`src/rtl/tdm_rx_pkg.sv`:
```
package tdm_rx_pkg;

    localparam int DATA_W = 24;
    localparam int IDX_W  = 5;

    typedef enum logic [1:0] {
        WL_8  = 2'd0,
        WL_12 = 2'd1,
        WL_16 = 2'd2,
        WL_24 = 2'd3
    } wl_e;

    typedef struct packed {
        logic [DATA_W-1:0] data;
        logic              slot0;
    } held_t;

    function automatic logic [IDX_W-1:0] wl_bits(input logic [1:0] code);
        case (wl_e'(code))
            WL_8:    return IDX_W'(8);
            WL_12:   return IDX_W'(12);
            WL_16:   return IDX_W'(16);
            default: return IDX_W'(24);
        endcase
    endfunction

    function automatic logic [DATA_W-1:0] shift_in(
        input logic [DATA_W-1:0] cur,
        input logic              b,
        input logic [IDX_W-1:0]  idx,
        input logic              restart,
        input logic              lsb
    );
        logic [DATA_W-1:0] base;
        base = restart ? '0 : cur;
        if (lsb)
            return base | (DATA_W'(b) << idx);
        else
            return {base[DATA_W-2:0], b};
    endfunction

endpackage

```
`src/rtl/tdm_rx_ctrl.sv`:
```
module tdm_rx_ctrl
    import tdm_rx_pkg::*;
#(
    parameter int SLOT_W = 5
) (
    input  logic              clk,
    input  logic              rst,
    input  logic              bit_stb,
    input  logic              fsync,
    input  logic              rx_en,
    input  logic [1:0]        wl_sel,
    input  logic [SLOT_W-1:0] slots_m1,
    output logic              take_bit,
    output logic              first_bit,
    output logic              word_done,
    output logic              in_slot0,
    output logic [IDX_W-1:0]  bit_idx
);

    logic              frame_on;
    logic              en_drop;
    logic [IDX_W-1:0]  bit_q;
    logic [SLOT_W-1:0] slot_q;
    logic              frame_start;
    logic              last_bit;
    logic              last_slot;

    assign frame_start = bit_stb & fsync;
    assign last_bit    = (bit_q == wl_bits(wl_sel) - IDX_W'(1));
    assign last_slot   = (slot_q == slots_m1);

    assign take_bit  = (frame_start & rx_en) | (bit_stb & ~fsync & frame_on);
    assign first_bit = take_bit & (fsync | (bit_q == '0));
    assign word_done = bit_stb & ~fsync & frame_on & last_bit;
    assign in_slot0  = (slot_q == '0);
    assign bit_idx   = fsync ? '0 : bit_q;

    always_ff @(posedge clk) begin
        if (rst) begin
            frame_on <= 1'b0;
            en_drop  <= 1'b0;
            bit_q    <= '0;
            slot_q   <= '0;
        end else if (frame_start) begin
            frame_on <= rx_en;
            en_drop  <= 1'b0;
            bit_q    <= IDX_W'(1);
            slot_q   <= '0;
        end else begin
            if (!rx_en)
                en_drop <= 1'b1;
            if (bit_stb && frame_on) begin
                if (last_bit) begin
                    bit_q <= '0;
                    if (last_slot || en_drop || !rx_en)
                        frame_on <= 1'b0;
                    else
                        slot_q <= slot_q + SLOT_W'(1);
                end else begin
                    bit_q <= bit_q + IDX_W'(1);
                end
            end
        end
    end

endmodule

```
`src/rtl/tdm_rx_shift.sv`:
```
module tdm_rx_shift
    import tdm_rx_pkg::*;
(
    input  logic              clk,
    input  logic              rst,
    input  logic              take_bit,
    input  logic              first_bit,
    input  logic              sdata,
    input  logic              lsb_first,
    input  logic [IDX_W-1:0]  bit_idx,
    output logic [DATA_W-1:0] word_next
);

    logic [DATA_W-1:0] sh_q;

    assign word_next = shift_in(sh_q, sdata, bit_idx, first_bit, lsb_first);

    always_ff @(posedge clk) begin
        if (rst)
            sh_q <= '0;
        else if (take_bit)
            sh_q <= word_next;
    end

endmodule

```
`src/rtl/tdm_rx_hold.sv`:
```
module tdm_rx_hold
    import tdm_rx_pkg::*;
(
    input  logic              clk,
    input  logic              rst,
    input  logic              word_done,
    input  logic [DATA_W-1:0] word_next,
    input  logic              in_slot0,
    input  logic              rd_data_stb,
    input  logic              rd_stat_stb,
    output logic [DATA_W-1:0] rx_word,
    output logic              rdf,
    output logic              roe,
    output logic              first_slot
);

    held_t held_q;
    logic  rdf_q;
    logic  roe_q;
    logic  stat_seen;
    logic  overrun;

    assign overrun = word_done & rdf_q & ~rd_data_stb;

    always_ff @(posedge clk) begin
        if (rst) begin
            held_q    <= '0;
            rdf_q     <= 1'b0;
            roe_q     <= 1'b0;
            stat_seen <= 1'b0;
        end else begin
            if (word_done && !overrun) begin
                held_q <= '{data: word_next, slot0: in_slot0};
                rdf_q  <= 1'b1;
            end else if (rd_data_stb) begin
                rdf_q <= 1'b0;
            end

            if (overrun) begin
                roe_q <= 1'b1;
            end else if (rd_data_stb && stat_seen) begin
                roe_q <= 1'b0;
            end

            if (rd_stat_stb && roe_q)
                stat_seen <= 1'b1;
            else if (rd_data_stb)
                stat_seen <= 1'b0;
        end
    end

    assign rx_word    = held_q.data;
    assign first_slot = held_q.slot0;
    assign rdf        = rdf_q;
    assign roe        = roe_q;

endmodule

```
`src/rtl/tdm_rx.sv`:
```
module tdm_rx
    import tdm_rx_pkg::*;
#(
    parameter int SLOT_W = 5
) (
    input  logic              clk,
    input  logic              rst,
    input  logic              bit_stb,
    input  logic              fsync,
    input  logic              sdata,
    input  logic              rx_en,
    input  logic              rie,
    input  logic              lsb_first,
    input  logic [1:0]        wl_sel,
    input  logic [SLOT_W-1:0] slots_m1,
    input  logic              rd_data_stb,
    input  logic              rd_stat_stb,
    output logic [23:0]       rx_word,
    output logic              rdf,
    output logic              roe,
    output logic              first_slot,
    output logic              irq
);

    logic              take_bit;
    logic              first_bit;
    logic              word_done;
    logic              in_slot0;
    logic [IDX_W-1:0]  bit_idx;
    logic [DATA_W-1:0] word_next;

    tdm_rx_ctrl #(.SLOT_W(SLOT_W)) u_ctrl (
        .clk       (clk),
        .rst       (rst),
        .bit_stb   (bit_stb),
        .fsync     (fsync),
        .rx_en     (rx_en),
        .wl_sel    (wl_sel),
        .slots_m1  (slots_m1),
        .take_bit  (take_bit),
        .first_bit (first_bit),
        .word_done (word_done),
        .in_slot0  (in_slot0),
        .bit_idx   (bit_idx)
    );

    tdm_rx_shift u_shift (
        .clk       (clk),
        .rst       (rst),
        .take_bit  (take_bit),
        .first_bit (first_bit),
        .sdata     (sdata),
        .lsb_first (lsb_first),
        .bit_idx   (bit_idx),
        .word_next (word_next)
    );

    tdm_rx_hold u_hold (
        .clk         (clk),
        .rst         (rst),
        .word_done   (word_done),
        .word_next   (word_next),
        .in_slot0    (in_slot0),
        .rd_data_stb (rd_data_stb),
        .rd_stat_stb (rd_stat_stb),
        .rx_word     (rx_word),
        .rdf         (rdf),
        .roe         (roe),
        .first_slot  (first_slot)
    );

    assign irq = rdf & rie;

endmodule

```
`config.mk`:
```
export PLATFORM = sky130hd
export DESIGN_NAME = tdm_rx
export DESIGN_NICKNAME = d
export VERILOG_FILES = /design/src/rtl/tdm_rx_pkg.sv /design/src/rtl/tdm_rx_ctrl.sv /design/src/rtl/tdm_rx_shift.sv /design/src/rtl/tdm_rx_hold.sv /design/src/rtl/tdm_rx.sv
export SDC_FILE = /design/constraint.sdc
export NUM_CORES = 1
export LEC_CHECK = 0
export BUFFER_PORTS_ARGS = -buffer_cell sky130_fd_sc_hd__clkbuf_2
export CORE_ASPECT_RATIO = 1.25
export CORE_MARGIN = 5
export CORE_UTILIZATION = 41
export DETAILED_ROUTE_END_ITERATION = 7
export PLACE_DENSITY = 0.6
export SLEW_MARGIN = 20
export SYNTH_ARGS = -nofsm -noshare
export SYNTH_HDL_FRONTEND = slang
export SYNTH_HIERARCHICAL = 1
export SYNTH_SLANG_ARGS = --single-unit
```
`constraint.sdc`:
```
create_clock -name clk -period 1.8 [get_ports clk]
set_input_delay 0.36 -clock clk [delete_from_list [all_inputs] [get_ports clk]]
set_output_delay 0.36 -clock clk [all_outputs]
set_load 0.005 [all_outputs]
```
==> key figures <==
STA
  • Slew Limit Headroom: ~63%
  • Highest Clock Rate: 0.567 GHz
  • Number of setup violations in the final report: 0
  • Setup Skew: 0.00710 ns
  • Total negative slack: 0 ns
  • Final Hold Vio Count: 0
  • Final min period: 1.77 ns
  • Max-slew violation count: 0
  • Part of the cycle the worst path needs: 98.1%
  • Actual transition at the worst max-transition pin: 0.548 ns

Routing
  • Number of antenna-violating nets in the routed design: 0
  • Vias per Instance: 5.39
  • DRC errors left: 0
  • Starting DRT DRC Count: 194
  • Average wire per cell in the routed design: 15.5 µm
  • Via Count: 3343
  • Wirelength, routed: 9620 µm
  • Detailed Routing Iterations Pass 1: 4

Setup path
  • Classification of the worst setup path: register to register
  • Data arrival, critical path: between 1.5 and 2 ns
  • Reg-to-reg critical path startpoint: u_ctrl/bit_q[1]$_SDFFE_PP0P_
  • Library cell contributing the largest single delay on the critical path: dfxtp_4
  • Critical Path Sink Type: register
  • Data required time at the worst endpoint: 2.00 ns
  • Largest fanout on the critical path: 8
  • CP Launch Type: register
  • Crit path from: u_ctrl/bit_q[1]$_SDFFE_PP0P_
  • Ordered list of cells on the worst path: inv_2 -> ha_4 -> nor4b_4 -> o21a_1 -> buf_6 -> buf_4 -> nor2b_1 -> a211oi_1 -> nor3_1
  • Slowest stage delay, CP: approximately 0.36 ns

GRT
  • Most crowded layer after global routing: met2
  • Met3 track utilization from global routing: 4.24%
  • Met2 Use GR: 28.1%
  • Global Route met1 Usage: 19.9%
  • Wire length of the first global-routing pass: 15600 µm
  • Global-route usage over all layers: 16.3%
  • Maximum number of pins on one net before global-route repair: 77
  • Grt total ovfl: 0
  • Vias in the first global route: between 3000 and 4000
  • Antenna violations before repair: 0

Yosys
  • Syn nets: 461
  • Gate count of the mapped netlist: 438
  • Number of distinct library cells after synthesis: 45
  • #FFs+latches synth: 64
  • Basic-gate share of the synthesized area counting and, or, nand and nor cells: 27.3%
  • Register area share after synthesis: 33.1%
  • Number of flops mapped to enable cells by yosys: 0
  • Async set-reset flop share out of synthesis: 0%
  • Largest family of logic cells by synthesized area: simple AND/OR/NAND/NOR gates
  • Fraction of the mapped netlist area in compound gates: between 10% and 20%
  • YS warnings: 6
  • Fraction of the mapped netlist area in adder cells: 1.94%
  • Multiplexer share of the synthesized area: 14.5%
  • Mean area per synthesized cell: 8.82 µm²
  • XOR/XNOR share of the synthesized area: 2.49%
  • Ys flop type: dfxtp_1
  • Summed instance area of the synthesized netlist: 0.00386 mm²

Clocking
  • Level count of the clock H-tree: 3
  • # clock sinks: 64
  • Number of buffers created by CTS: 9
  • Clock tree from TritonCTS: built
  • Clock transition at path regs: 0.05 ns
  • Hold-fix buffers, CTS: 0
  • Skew-Pair Late Insertion Delay: 0.33 ns
  • Worst-case clock buffer depth: 2
  • CTS root buf: clkbuf_16

Flow run
  • Max Cap Violations: 0

Placed design
  • Placed wire-length estimate after detailed placement: 6570 µm
  • Cell area reported after detailed placement: approximately 0.0044 mm²
  • Count of input and output buffers: 44
  • Placer Congestion: between 0.8 and 0.9

Pwr
  • Switching portion of total power: 23.2%
  • Total net switching power: 0.893 mW
  • Static Leak: 1.85 nW
  • IR Drop Worst-Case VDD: 0.426 mV
  • Sequential power share: 39.0%
  • Pwr/cell area: 780 mW/mm²
  • Combinational fraction of design power: 12.8%
  • Total internal power: between 2 and 3 mW
  • Proportion of power drawn by the clock network: 48.2%
  • Overall power consumption: around 3.8 mW

Floorplanning
  • Area of the die: 0.0115 mm²
  • Starting utilization of the core area: between 40% and 50%
  • Core area: around 0.0092 mm²
  • Vert. Die Dim: 119 µm
  • Top-level I/O count: 45
  • Number of rows in the core area: 39
  • X dimension of the die: 96.8 µm

Layout
  • Layout Nets: 515
  • Total inserted antenna cells: 0
  • Design area: 0.00492 mm²
  • Fraction of final layout cells with drive strength greater than 1: around 28%
  • Area growth from synthesis to layout: 27.4%

Worst hold path
  • Start point of the worst hold path: rd_stat_stb
  • Path class of the lowest-slack min-delay path: input pin to register

Outcome
  • Run status: finished clean
## cell families after synthesis
group	count (synthesis)
AOI/OAI and AO/OA	85
xor gates and xnor gates	11
adders and majority gates	6
buffers and inverters	39
DFF	64
muxes	56
and+or+nand+nor	177
## placed cells by master, fill, tap and decap left out, drive strengths merged, types with 2 or more instances in the layout
cell    instances
nor2b          36
clkbuf         57
and4bb          3
buf            32
nor2           14
a211oi         26
nand2          23
inv             6
nor3           23
o22ai          45
nand4           4
xnor2           3
ha              6
a21oi           5
dfxtp          64
and2            3
and4b           2
nand2b         57
nor4b           3
bufinv          2
nand3           6
mux2i          56
xor2            8
## final timing paths
check / endpoint / slack, ns / cells after the start
worst min register to register: u_hold/stat_seen$_SDFFE_PP0P_ / 0.46 / 2
worst min-delay path: u_hold/stat_seen$_SDFFE_PP0P_ / 0.26 / 3
worst max-delay path: u_shift/sh_q[22]$_SDFFE_PP0P_ / 0.03 / 9
worst max register to register: u_shift/sh_q[22]$_SDFFE_PP0P_ / 0.03 / 9
## layer usage
layer	routed length [µm]	up-vias	part of all wire, %
li1	-	1685	-
met1	4370	1587	45
met2	4760	63	50
met3	368	8	3.8
met4	112	0	1.2
met5	0	-	0
## area by class of cell
type | instances | area [µm²]
fill | 880 | 4250
sequential | 64 | 1290
clock inverter | 3 | 65.1
clock buffer | 13 | 250
timing repair buffer | 76 | 617
multi-input combinational | 335 | 2520
inverter | 6 | 22.5
tap | 123 | 154
## per-stage QoR
stage                     std cells  hold WS, ns  util [%]  worst slack [ns]
after floorplan                 438        0.428         -           0.00158
after global placement          598        0.459      47.6           -0.0226
after detailed placement        598        0.457      47.6            -0.113
after CTS                       615        0.250      51.5            0.0146
after global routing            620        0.257      53.7           -0.0480
final                           620        0.258      53.7            0.0348
## sequential cells by signal, indices dropped and copies added, names as in the netlist
name	cells
u_hold/stat_seen	1
u_hold/rdf	1
u_hold/rx_word	24
u_ctrl/en_drop	1
u_shift/sh_q	24
u_ctrl/frame_on	1
u_hold/roe	1
u_ctrl/slot_q	5
u_hold/first_slot	1
u_ctrl/bit_q	5
## worst max-delay path, delay by kind of cell (launching register included)
| kind | cells | cell delay [ns] |
|---|---|---|
| buf+inv | 3 | 0.41 |
| simple gates | 3 | 0.34 |
| compound gates | 2 | 0.41 |
| fa+ha+maj | 1 | 0.12 |
| flops | 1 | 0.36 |
## Yosys cell counts (all sizes together), types with 8 or more instances
| cell type | count | area share (%) |
|---|---|---|
| buf | 18 | 3.4 |
| clkbuf | 15 | 1.5 |
| a211oi | 26 | 5.2 |
| nand2b | 57 | 9.2 |
| nor2b | 36 | 6.1 |
| xor2 | 8 | 1.8 |
| nor2 | 14 | 1.4 |
| nand2 | 23 | 2.2 |
| nor3 | 23 | 3.1 |
| o22ai | 45 | 7.3 |
| mux2i | 56 | 15 |
| dfxtp | 64 | 33 |
## power groups by stage
stage	registers, mW	logic [mW]	clock network (mW)
2_1_floorplan	1.52	0.325	0
4_1_cts	1.50	0.453	1.90
3_5_place_dp	1.53	0.450	0
3_3_place_gp	1.53	0.441	0
6_report	1.50	0.490	1.85
5_1_grt	1.50	0.532	1.95
## what timing repair did
action,4_1_cts,5_1_grt
pin swaps,1,11
setup buffers,0,5
resized for setup,5,43
gates cloned,1,0
setup endpoints to repair,25,47
No activity file was read; power rests on OpenSTA's default activity.
